### config.mk
export PLATFORM = sky130hd
export DESIGN_NAME = bta_gen
export DESIGN_NICKNAME = d
export VERILOG_FILES = /design/src/rtl/bta_pkg.sv /design/src/rtl/bta_target.sv /design/src/rtl/bta_cost.sv /design/src/rtl/bta_seq.sv /design/src/rtl/bta_gen.sv
export SDC_FILE = /design/constraint.sdc
export NUM_CORES = 1
export LEC_CHECK = 0
export CAP_MARGIN = 20
export CORE_AREA = 8 8 81 83
export DETAILED_ROUTE_END_ITERATION = 16
export DIE_AREA = 0 0 89 91
export PLACE_DENSITY = 0.8
export SYNTH_ARGS = -nofsm -noshare
export SYNTH_HDL_FRONTEND = slang
export SYNTH_SLANG_ARGS = --single-unit
### constraint.sdc
create_clock -name clk -period 3 [get_ports clk]
set_clock_uncertainty 0.1 [all_clocks]
set_input_delay 0.6 -clock clk [delete_from_list [all_inputs] [get_ports clk]]
set_output_delay 0.6 -clock clk [all_outputs]
set_load 0.01 [all_outputs]
### src/rtl/bta_pkg.sv
// Shared definitions for the branch target generator.
// Assumes the kind codes are produced by an external decoder.
package bta_pkg;
    localparam int COST_W = 2;

    typedef enum logic [2:0] {
        BK_ABS = 3'd0,
        BK_REL = 3'd1,
        BK_BLK = 3'd2,
        BK_DE  = 3'd3,
        BK_XA  = 3'd4
    } br_kind_e;

    localparam logic [COST_W-1:0] CYC_ABS  = 2'd3;
    localparam logic [COST_W-1:0] CYC_REL  = 2'd2;
    localparam logic [COST_W-1:0] CYC_BLK  = 2'd2;
    localparam logic [COST_W-1:0] CYC_PAGE = 2'd3;
endpackage

### src/rtl/bta_target.sv
// Combinational target computation for every jump form.
// Assumes BLK_W and PAGE_W are below PC_W. pc_after is the address
// that follows the jump instruction.
module bta_target
    import bta_pkg::*;
#(
    parameter int PC_W   = 14,
    parameter int DISP_W = 8,
    parameter int BLK_W  = 12,
    parameter int PAGE_W = 8
) (
    input  logic [2:0]        kind,
    input  logic [PC_W-1:0]   pc_after,
    input  logic [PC_W-1:0]   abs_addr,
    input  logic [DISP_W-1:0] rel_disp,
    input  logic [BLK_W-1:0]  blk_addr,
    input  logic [PAGE_W-1:0] reg_de,
    input  logic [PAGE_W-1:0] reg_xa,
    output logic [PC_W-1:0]   target
);
    logic [PC_W-1:0]   disp_ext;
    logic [PAGE_W-1:0] page_low;

    // Widen or trim the displacement to the counter width.
    generate
        if (DISP_W < PC_W) begin : g_sext
            assign disp_ext = {{(PC_W-DISP_W){rel_disp[DISP_W-1]}}, rel_disp};
        end else begin : g_trim
            assign disp_ext = rel_disp[PC_W-1:0];
        end
    endgenerate

    // Choose the register pair that supplies the low byte.
    assign page_low = (kind == BK_DE) ? reg_de : reg_xa;

    // Build the target for the presented kind.
    always_comb begin
        case (kind)
            BK_ABS:       target = abs_addr;
            BK_REL:       target = pc_after + disp_ext;
            BK_BLK:       target = {pc_after[PC_W-1:BLK_W], blk_addr};
            BK_DE, BK_XA: target = {pc_after[PC_W-1:PAGE_W], page_low};
            default:      target = pc_after;
        endcase
    end
endmodule

### src/rtl/bta_cost.sv
// Maps a jump kind to its fixed machine-cycle cost.
// Assumes unused codes must cost 0 so the sequencer can reject them.
module bta_cost
    import bta_pkg::*;
(
    input  logic [2:0]        kind,
    output logic [COST_W-1:0] cost,
    output logic              kind_ok
);
    // Look up the cycle cost of each form.
    always_comb begin
        case (kind)
            BK_ABS:       cost = CYC_ABS;
            BK_REL:       cost = CYC_REL;
            BK_BLK:       cost = CYC_BLK;
            BK_DE, BK_XA: cost = CYC_PAGE;
            default:      cost = '0;
        endcase
    end

    // A kind is usable when it carries a nonzero cost.
    assign kind_ok = (cost != '0);
endmodule

### src/rtl/bta_seq.sv
// Cycle sequencer: captures the target when a jump starts, counts
// down its cost and loads the counter register on its last cycle.
// Assumes every valid cost is at least 2.
module bta_seq
    import bta_pkg::*;
#(
    parameter int               PC_W     = 14,
    parameter logic [PC_W-1:0]  RESET_PC = '0
) (
    input  logic              clk,
    input  logic              rst_n,
    input  logic              start,
    input  logic              kind_ok,
    input  logic [COST_W-1:0] cost,
    input  logic [PC_W-1:0]   target,
    output logic              busy,
    output logic [PC_W-1:0]   pc_q,
    output logic              pc_valid
);
    logic [COST_W-1:0] remain;
    logic [PC_W-1:0]   held;

    // Count the remaining cycles and load the counter at the end.
    always_ff @(posedge clk) begin
        if (!rst_n) begin
            remain   <= '0;
            held     <= RESET_PC;
            pc_q     <= RESET_PC;
            pc_valid <= 1'b0;
        end else begin
            pc_valid <= 1'b0;
            if (remain != '0) begin
                remain <= remain - 1'b1;
                if (remain == 1) begin
                    pc_q     <= held;
                    pc_valid <= 1'b1;
                end
            end else if (start && kind_ok) begin
                held   <= target;
                remain <= cost - 1'b1;
            end
        end
    end

    // The block is busy while cycles remain.
    assign busy = (remain != '0);
endmodule

### src/rtl/bta_gen.sv
// Top of the branch target generator: joins the target computation,
// the cost lookup and the sequencer.
// Assumes the decoder holds br_start for one cycle per jump.
module bta_gen
    import bta_pkg::*;
#(
    parameter int              PC_W     = 14,
    parameter int              DISP_W   = 8,
    parameter int              BLK_W    = 12,
    parameter int              PAGE_W   = 8,
    parameter logic [PC_W-1:0] RESET_PC = '0
) (
    input  logic              clk,
    input  logic              rst_n,
    input  logic              br_start,
    input  logic [2:0]        br_kind,
    input  logic [PC_W-1:0]   pc_after,
    input  logic [PC_W-1:0]   abs_addr,
    input  logic [DISP_W-1:0] rel_disp,
    input  logic [BLK_W-1:0]  blk_addr,
    input  logic [PAGE_W-1:0] reg_de,
    input  logic [PAGE_W-1:0] reg_xa,
    output logic [1:0]        cost_cycles,
    output logic              busy,
    output logic [PC_W-1:0]   pc_q,
    output logic              pc_valid
);
    logic [PC_W-1:0]   tgt;
    logic [COST_W-1:0] cost;
    logic              kind_ok;

    bta_target #(
        .PC_W(PC_W), .DISP_W(DISP_W), .BLK_W(BLK_W), .PAGE_W(PAGE_W)
    ) u_target (
        .kind(br_kind), .pc_after(pc_after), .abs_addr(abs_addr),
        .rel_disp(rel_disp), .blk_addr(blk_addr), .reg_de(reg_de),
        .reg_xa(reg_xa), .target(tgt)
    );

    bta_cost u_cost (
        .kind(br_kind), .cost(cost), .kind_ok(kind_ok)
    );

    bta_seq #(
        .PC_W(PC_W), .RESET_PC(RESET_PC)
    ) u_seq (
        .clk(clk), .rst_n(rst_n), .start(br_start), .kind_ok(kind_ok),
        .cost(cost), .target(tgt), .busy(busy), .pc_q(pc_q),
        .pc_valid(pc_valid)
    );

    assign cost_cycles = cost;
endmodule

## Word-level counts from Yosys, hierarchy flattened

Cells that the tools add are included.

- Output and inout bits: 18
- Word-level logic and storage cells: 30
- Input bits: 70
- Flip-flop bits (word level): 31

- Add/sub/neg operators: 3
- Reduce and logical (&&, ||, !) cells: 11
- Bitwise gates (word level): 1
- Equality and inequality tests: 5
- Muxes and demuxes: 6

Operators with widths:

| operator | number |
|---|---|
| $pmux W14 S4 | 1 |
| $add A14 B14 Y14 | 1 |
| $mux W8 | 1 |
| $eq A3 B2 Y1 const B | 2 |
| $reduce_and A2 Y1 | 3 |
| $reduce_bool A2 Y1 | 3 |
| $mux W2 | 2 |
| $pmux W2 S2 | 1 |
| $reduce_or A2 Y1 | 2 |
| $sub A2 B1 Y2 const B | 2 |
| $eq A3 B1 Y1 const B | 1 |
| $eq A3 B3 Y1 const B | 1 |
| $logic_not A3 Y1 | 1 |
| $reduce_or A3 Y1 | 1 |
| $eq A2 B1 Y1 const B | 1 |
| $logic_and A1 B1 Y1 | 1 |
| $mux W1 | 1 |
| $not A1 Y1 | 1 |

## Logic depth before layout (Yosys ltp)

Gate-level depths: netlist of run 1.

- Depth after elaboration: 7
- Mapped depth: 9
- Gate-level depth less buffers: 9

## Modules after synthesis

Synthesis of run 1 repeated with hierarchy kept, for this count alone.

- Cells, all modules: 346
- Area, all modules: 2,591.2 um^2

By module, submodules not included:

| module | area an instance (um^2) | times used | seq. area each (um^2) | cells each |
|---|---|---|---|---|
| bta_target | 1,390.1 | 1 | 0.0 | 208 |
| bta_seq | 1,176.1 | 1 | 620.6 | 134 |
| bta_cost | 25.0 | 1 | 0.0 | 4 |

## Least setup slack after synthesis of run 1

Ideal clock, no wire load.

- Kind: input-to-reg
- Start: in pc_after[0]
- End: reg u_seq.held[10]
- Path slack: 0.629 ns
- Path buffers: 0
- Setup time: 0.132 ns
- Arrival: 2.139 ns
- Data required time: 2.768 ns
- Cell stages on the path: 9
- Path through: ha_1 > inv_1 > fa_1 > nand2b_1 > a21o_1 > and2_1 > o21ai_2 > nor4b_1 > o31ai_1

- Cells in the longest elaborated chain, start to end: 2

Ends and longest elaborated chain:

| element | RTL line | RTL |
|---|---|---|
| start: declaration | bta_gen.sv:17 | `input logic [PC_W-1:0] pc_after,` |
| $add A14 B14 Y14 | bta_target.sv:40 | `BK_REL: target = pc_after + disp_ext;` |
| $pmux W14 S4 | bta_target.sv:38 | `case (kind)` |
| end signal: assignment | bta_seq.sv:39 | `held <= target;` |
| end: declaration | bta_seq.sv:21 | `logic [PC_W-1:0] held;` |

No other way between the ends.
A chain may end at the register's enable or synchronous reset.

## Worst setup path in the final report of run 1

- Start: in br_kind[1]
- End: out cost_cycles[1]

- Cells in the longest elaborated chain, start to end: 3
- Elaborated cells between the ends (all ways): 8
- Those cells by class: eq/ne: 4; mux: 1; reduce/logical: 3

Ends and longest elaborated chain:

| element | RTL line | RTL |
|---|---|---|
| start: declaration | bta_gen.sv:16 | `input logic [2:0] br_kind,` |
| $eq A3 B2 Y1, or another cell as far along | bta_cost.sv:12 | `case (kind)` |
| $reduce_or A3 Y1 (no line) or $reduce_or A2 Y1 (tied branches) | - |  |
| $pmux W2 S2 (*) | bta_cost.sv:12 |  |
| end: declaration | bta_gen.sv:23 | `output logic [1:0] cost_cycles,` |

Mark *: on every way between the ends. The rest lies on a longest branch, timed or not.

==> results of run 1 <==
worst max-delay path by stage:
stage	end	cells after the start	startpoint
after global routing	cost_cycles[1]	3	br_kind[1]
after CTS	cost_cycles[1]	3	br_kind[1]
after global placement	u_seq.held[10]$_SDFFE_PN0P_	10	pc_after[0]
after floorplan	u_seq.held[10]$_SDFFE_PN0P_	9	pc_after[0]
after detailed placement	u_seq.held[10]$_SDFFE_PN0P_	10	pc_after[0]
final	cost_cycles[1]	3	br_kind[1]
cell families (layout without fill, tap and decap cells):
family,Yosys count,after routing,synth area share
buf+inv,29,117,0.0582
xor+xnor,10,10,0.0381
fa+ha+maj,14,14,0.0794
simple gates,100,100,0.198
compound gates,103,103,0.301
mux,10,10,0.0550
flops,31,31,0.270
worst max-delay path, delay by kind of cell:
family	cells	cell delay (ns)
buffers and inverters	2	1.14
AO/OA/AOI/OAI	1	0.36
layout make-up:
class	count	share of cell area
repair buffers	99	0.285
well taps	72	0.0267
clock inverters	2	0.0104
flip-flops and latches	31	0.184
multi-input cells	237	0.458
inverters	10	0.0111
clock buffers	6	0.0245
power by group:
| part | internal, W | switching, W |
|---|---|---|
| combinational | 0.000207 | 0.000184 |
| clock | 0.000268 | 0.000147 |
| sequential | 0.000434 | 0.0000137 |
through the flow:
step                power, W  area [sq um]   util
finish               0.00125          3370  0.632
global route         0.00132          3370  0.632
CTS                  0.00126          3370  0.632
detailed placement  0.000843          3250  0.610
global placement    0.000838          3250  0.610
floorplan           0.000679          2300      -
routing by layer:
layer / part of all wire / global-route usage
met5: 0 / 0
met1: 0.43 / 0.222
met4: 0.0063 / 0.0374
met2: 0.51 / 0.323
met3: 0.061 / 0.0333
cells in the mapped netlist, types with 6 or more instances:
library cell | instances | share of area
xnor2_1 | 6 | 0.023
nand2b_1 | 6 | 0.016
nor2_1 | 15 | 0.024
a21oi_1 | 25 | 0.054
mux2i_1 | 7 | 0.030
dfxtp_1 | 31 | 0.27
nand2_1 | 51 | 0.083
a21boi_0 | 13 | 0.042
buf_2 | 8 | 0.017
nand3_1 | 10 | 0.022
clkbuf_1 | 8 | 0.013
inv_1 | 9 | 0.015
a31oi_1 | 6 | 0.016
o21ai_0 | 17 | 0.037
a21o_1 | 7 | 0.023
ha_1 | 13 | 0.071
placed cells by master (no fill, tap or decap), types with 9 or more instances in the layout:
cell             count
buf_4               12
ha_1                13
a21oi_1             25
clkdlybuf4s50_1     87
nor2_1              15
a21boi_0            13
inv_1                9
o21ai_0             17
nand2_1             51
nand3_1             10
dfxtp_1             31
state kept, by name, summed over array words and instances, names as in the netlist:
register,flops
u_seq.held,14
u_seq.pc_q,14
u_seq.pc_valid,1
u_seq.remain,2
==> metrics.txt, run 1 <==
most used cell, CP=clkdlybuf4s50_1; worst setup margin=0.197 ns; hold path start=u_seq.pc_q[4]$_SDFFE_PN0P_; DRT antenna net count=0; count of distinct cell types in the synthesized netlist=54; kind of critical path=in2out; Worst Hold Path EP=u_seq.pc_q[4]$_SDFFE_PN0P_; initial antenna violation count=0; share of cells above drive strength 1=0.0805; Max VDD drop=0.252 mV; worst r2r path cells=6; pre-CTS WS=0.0000102 ns; final count of hold timing violations=0; Worst setup EP type=output port; setup TNS=0 ns; CTS clk-pin slew, worst paths=0.06 ns; FFs w/ async S/R, synth=0; Mapped Nets=381; CP Cell Sequence=clkdlybuf4s50_1, o21ai_1, clkdlybuf4s50_1; slowest cell on the critical path=clkdlybuf4s50_1; Syn Std Cell Area=0.00230 sq mm; hold_ws=0.365 ns; antenna fix cells=0; DR vias/cell=5.43; first-pass GRT wire length=12000 um; Worst EP required=2.30 ns; NumNets Final=468; Startpoint Class=input port; Worst Hold Class=reg2reg; # setup viols final=0; fin cells=457; core box area=0.00534 sq mm; Filler cells=510; Worst-Margin Slew=0.834 ns; clk_lat worst skew=0.28 ns; Synth Register Bits=31; fmax=0.357 GHz; Layout area overhead=46.6%; Post-Place Cells=449; Top Ports=88; Clock Sink Count=31; starting density of the core=0.431; DRT iter0 DRCs=185; Die Footprint=0.00810 sq mm; largest net degree at the start of global routing=24; Post-synth EDFFs=0; register area=621 sq um; leak pwr=1.29 nW; final worst path period share=0.934; cts hold-fix bufs=0; routability-driven placement congestion ratio=0.870; Root Driver=clkbuf_8; pwr/cell area=372 mW/mm^2; r2r startpoint=u_seq.remain[0]$_SDFFE_PN0P_; flop2flop setup slack=1.17 ns; critical path fanouts, max=6; Main synth FF type=dfxtp_1; Die Ht=91 um; number of global-route vias before repair=2425; CTS resizes=0; CTS tree=yes; drt pass-1 iters=4; htree depth=2; synthesized area per cell=7.74 sq um; gr ovfl total=0; Post-CTS Setup Bufs=0; post-synthesis sequential area ratio=0.270; max_cap viols=0; R2R Path End=u_seq.held[13]$_SDFFE_PN0P_; TritonCTS Buffers=5; Avg WL per Cell=15.9 um; outcome=finished, final reports clean; DRC viols=0; crit-path max cell delay=0.63 ns; Final Max Slew Viols=0; Worst EP arrival=2.10 ns; width of the die=89 um; IO buf count=87; min Tclk post-route=2.80 ns; Clock Path Buffers=2; Max-slew headroom=0.443; vias=2482; YS warnings=0; Hold Crit Depth=2; global-route usage over all layers=0.183; RSZ-0062 raised after global routing=no; Post-Route WL=7290 um; multi-input logic area=0.00155 sq mm; Cells after Synth=297; Site Rows=27; hpwl dp=6020 um
No activity file was read; power rests on OpenSTA's default activity.
==> run 2, diff against run 1 <==
Settings changed: CELL_PAD_IN_SITES_DETAIL_PLACEMENT set to 1, CELL_PAD_IN_SITES_GLOBAL_PLACEMENT set to 1, CORE_AREA 8 8 81 83 to 8 8 80 117, DIE_AREA 0 0 89 91 to 0 0 88 125, PLACE_DENSITY 0.8 to unset, PLACE_DENSITY_LB_ADDON set to 0.1.
==> run 2 against run 1 <==
Net effect: final area grew 3.1%; clock-buffer cell count grew 2; register-to-register slack lost 0.12 ns; critical path depth grew 2; via count shrank 1.8%; largest power group is now the clock network; maximum frequency shrank 1.5%; combinational power grew 3%; non-clock buffer count grew 3; sequential cell count is the same; clock power grew 25%; sequential power is essentially flat.
==> metrics.txt, run 2 (synthesis gave the netlist of run 1 again) <==
outcome=finished, final reports clean; first-pass GRT wire length=13200 um; cts hold-fix bufs=0; starting density of the core=0.296; hpwl dp=6920 um; most used cell, CP=clkdlybuf4s50_1; DRT antenna net count=0; final count of hold timing violations=0; clk_lat worst skew=0.27 ns; CP Cell Sequence=clkdlybuf4s50_1, inv_1, nor2_2, a21o_1, clkdlybuf4s50_1; Layout area overhead=51.2%; gr ovfl total=0; initial antenna violation count=0; core box area=0.00776 sq mm; Worst EP required=2.30 ns; Clock Sink Count=31; vias=2437; share of cells above drive strength 1=0.0876; fmax=0.351 GHz; Top Ports=88; global-route usage over all layers=0.152; # setup viols final=0; max_cap viols=0; total power=0.00137 W; routability-driven placement congestion ratio=0.826; Startpoint Class=input port; kind of critical path=in2out; Site Rows=40; DRC viols=0; commonest non-fill, non-tap cell in the layout=clkdlybuf4s50_1; leak pwr=1.32 nW; Clock Path Buffers=2; final worst path period share=0.949; hold_ws=0.358 ns; Worst-Margin Slew=0.922 ns; critical path fanouts, max=6; DRT iter0 DRCs=74; Avg WL per Cell=16.6 um; drt pass-1 iters=4; slowest cell on the critical path=clkdlybuf4s50_1; CTS resizes=0; Final Max Slew Viols=0; number of global-route vias before repair=2616; DR vias/cell=4.94; Die Footprint=0.0110 sq mm; IO buf count=87; Root Driver=clkbuf_16; antenna fix cells=0; CTS tree=yes; NumNets Final=471; Post-Route WL=8160 um; Max-slew headroom=0.384; CTS clk-pin slew, worst paths=0.05 ns; Die Ht=125 um; Worst Hold Class=reg2reg; htree depth=2; RSZ-0062 raised after global routing=no; setup TNS=0 ns; crit-path max cell delay=0.57 ns; pwr/cell area=393 mW/mm^2; commonest cells after routing, fill and taps aside=clkdlybuf4s50_1, nand2_1, dfxtp_1; Max VDD drop=0.285 mV; top flop regs=u_seq.held: 14 flops, u_seq.pc_q: 14 flops, u_seq.remain: 2 flops; width of the die=88 um; Worst setup EP type=output port; min Tclk post-route=2.85 ns; Post-CTS Setup Bufs=0; TritonCTS Buffers=5; Worst EP arrival=2.15 ns; largest net degree at the start of global routing=17
==> run 2: cell count changes in the layout (fill, tap and decap cells not counted) <==
cell and change:
nor2_2 +1, clkinv_2 -1, clkbuf_16 +5, nor2_1 -1, clkbuf_8 -4, buf_4 +3, bufinv_16 -1, clkbuf_1 +1
==> run 2: stage by stage <==
stage / instance area (sq um) / util / cells / setup slack (ns)
finish: 3480 / 0.448 / 493 / 0.154
CTS: 3470 / 0.448 / 493 / 0.0954
detailed placement: 3320 / 0.428 / 485 / 0.00329
global placement: 3320 / 0.428 / 485 / 0.0487
floorplan: 2300 / - / 297 / 0.629
global route: 3480 / 0.448 / 493 / 0.0472
==> run 2: per-layer routing <==
metal,up-vias,part of all wire,GRT usage
met5,-,0,0
met4,0,0.019,0.0550
met3,10,0.040,0.0302
met2,56,0.54,0.282
met1,1115,0.40,0.160
li1,1256,-,-
==> run 2: path summary, 6_finish.rpt <==
path                           startpoint                     endpoint  slack (ns)  cells past startpoint
max                            br_kind[0]               cost_cycles[0]        0.15                      5
min            u_seq.pc_q[1]$_SDFFE_PN0P_   u_seq.pc_q[1]$_SDFFE_PN0P_        0.36                      2
max reg2reg  u_seq.remain[0]$_SDFFE_PN0P_  u_seq.held[13]$_SDFFE_PN0P_        1.05                      6
min reg2reg    u_seq.pc_q[1]$_SDFFE_PN0P_   u_seq.pc_q[1]$_SDFFE_PN0P_        0.36                      2
==> run 2: worst max-delay path, delay by kind of cell <==
kind | cells | cell delay, ns
buffers and inverters | 3 | 1.23
and+or+nand+nor | 1 | 0.15
AOI/OAI and AO/OA | 1 | 0.16
==> run 2: cell type report <==
class,count,area [sq um]
multi-input cells,237,1550
fillers,949,4280
clock buffers,8,156
well taps,105,131
repair buffers,102,983
inverters,10,37.5
flip-flops and latches,31,621
==> run 2: report_power, final <==
| part | switching [W] | internal (W) | leakage [nW] |
|---|---|---|---|
| logic | 0.000189 | 0.000211 | 0.989 |
| clock network | 0.000165 | 0.000352 | 0.0772 |
| registers | 0.0000126 | 0.000435 | 0.253 |
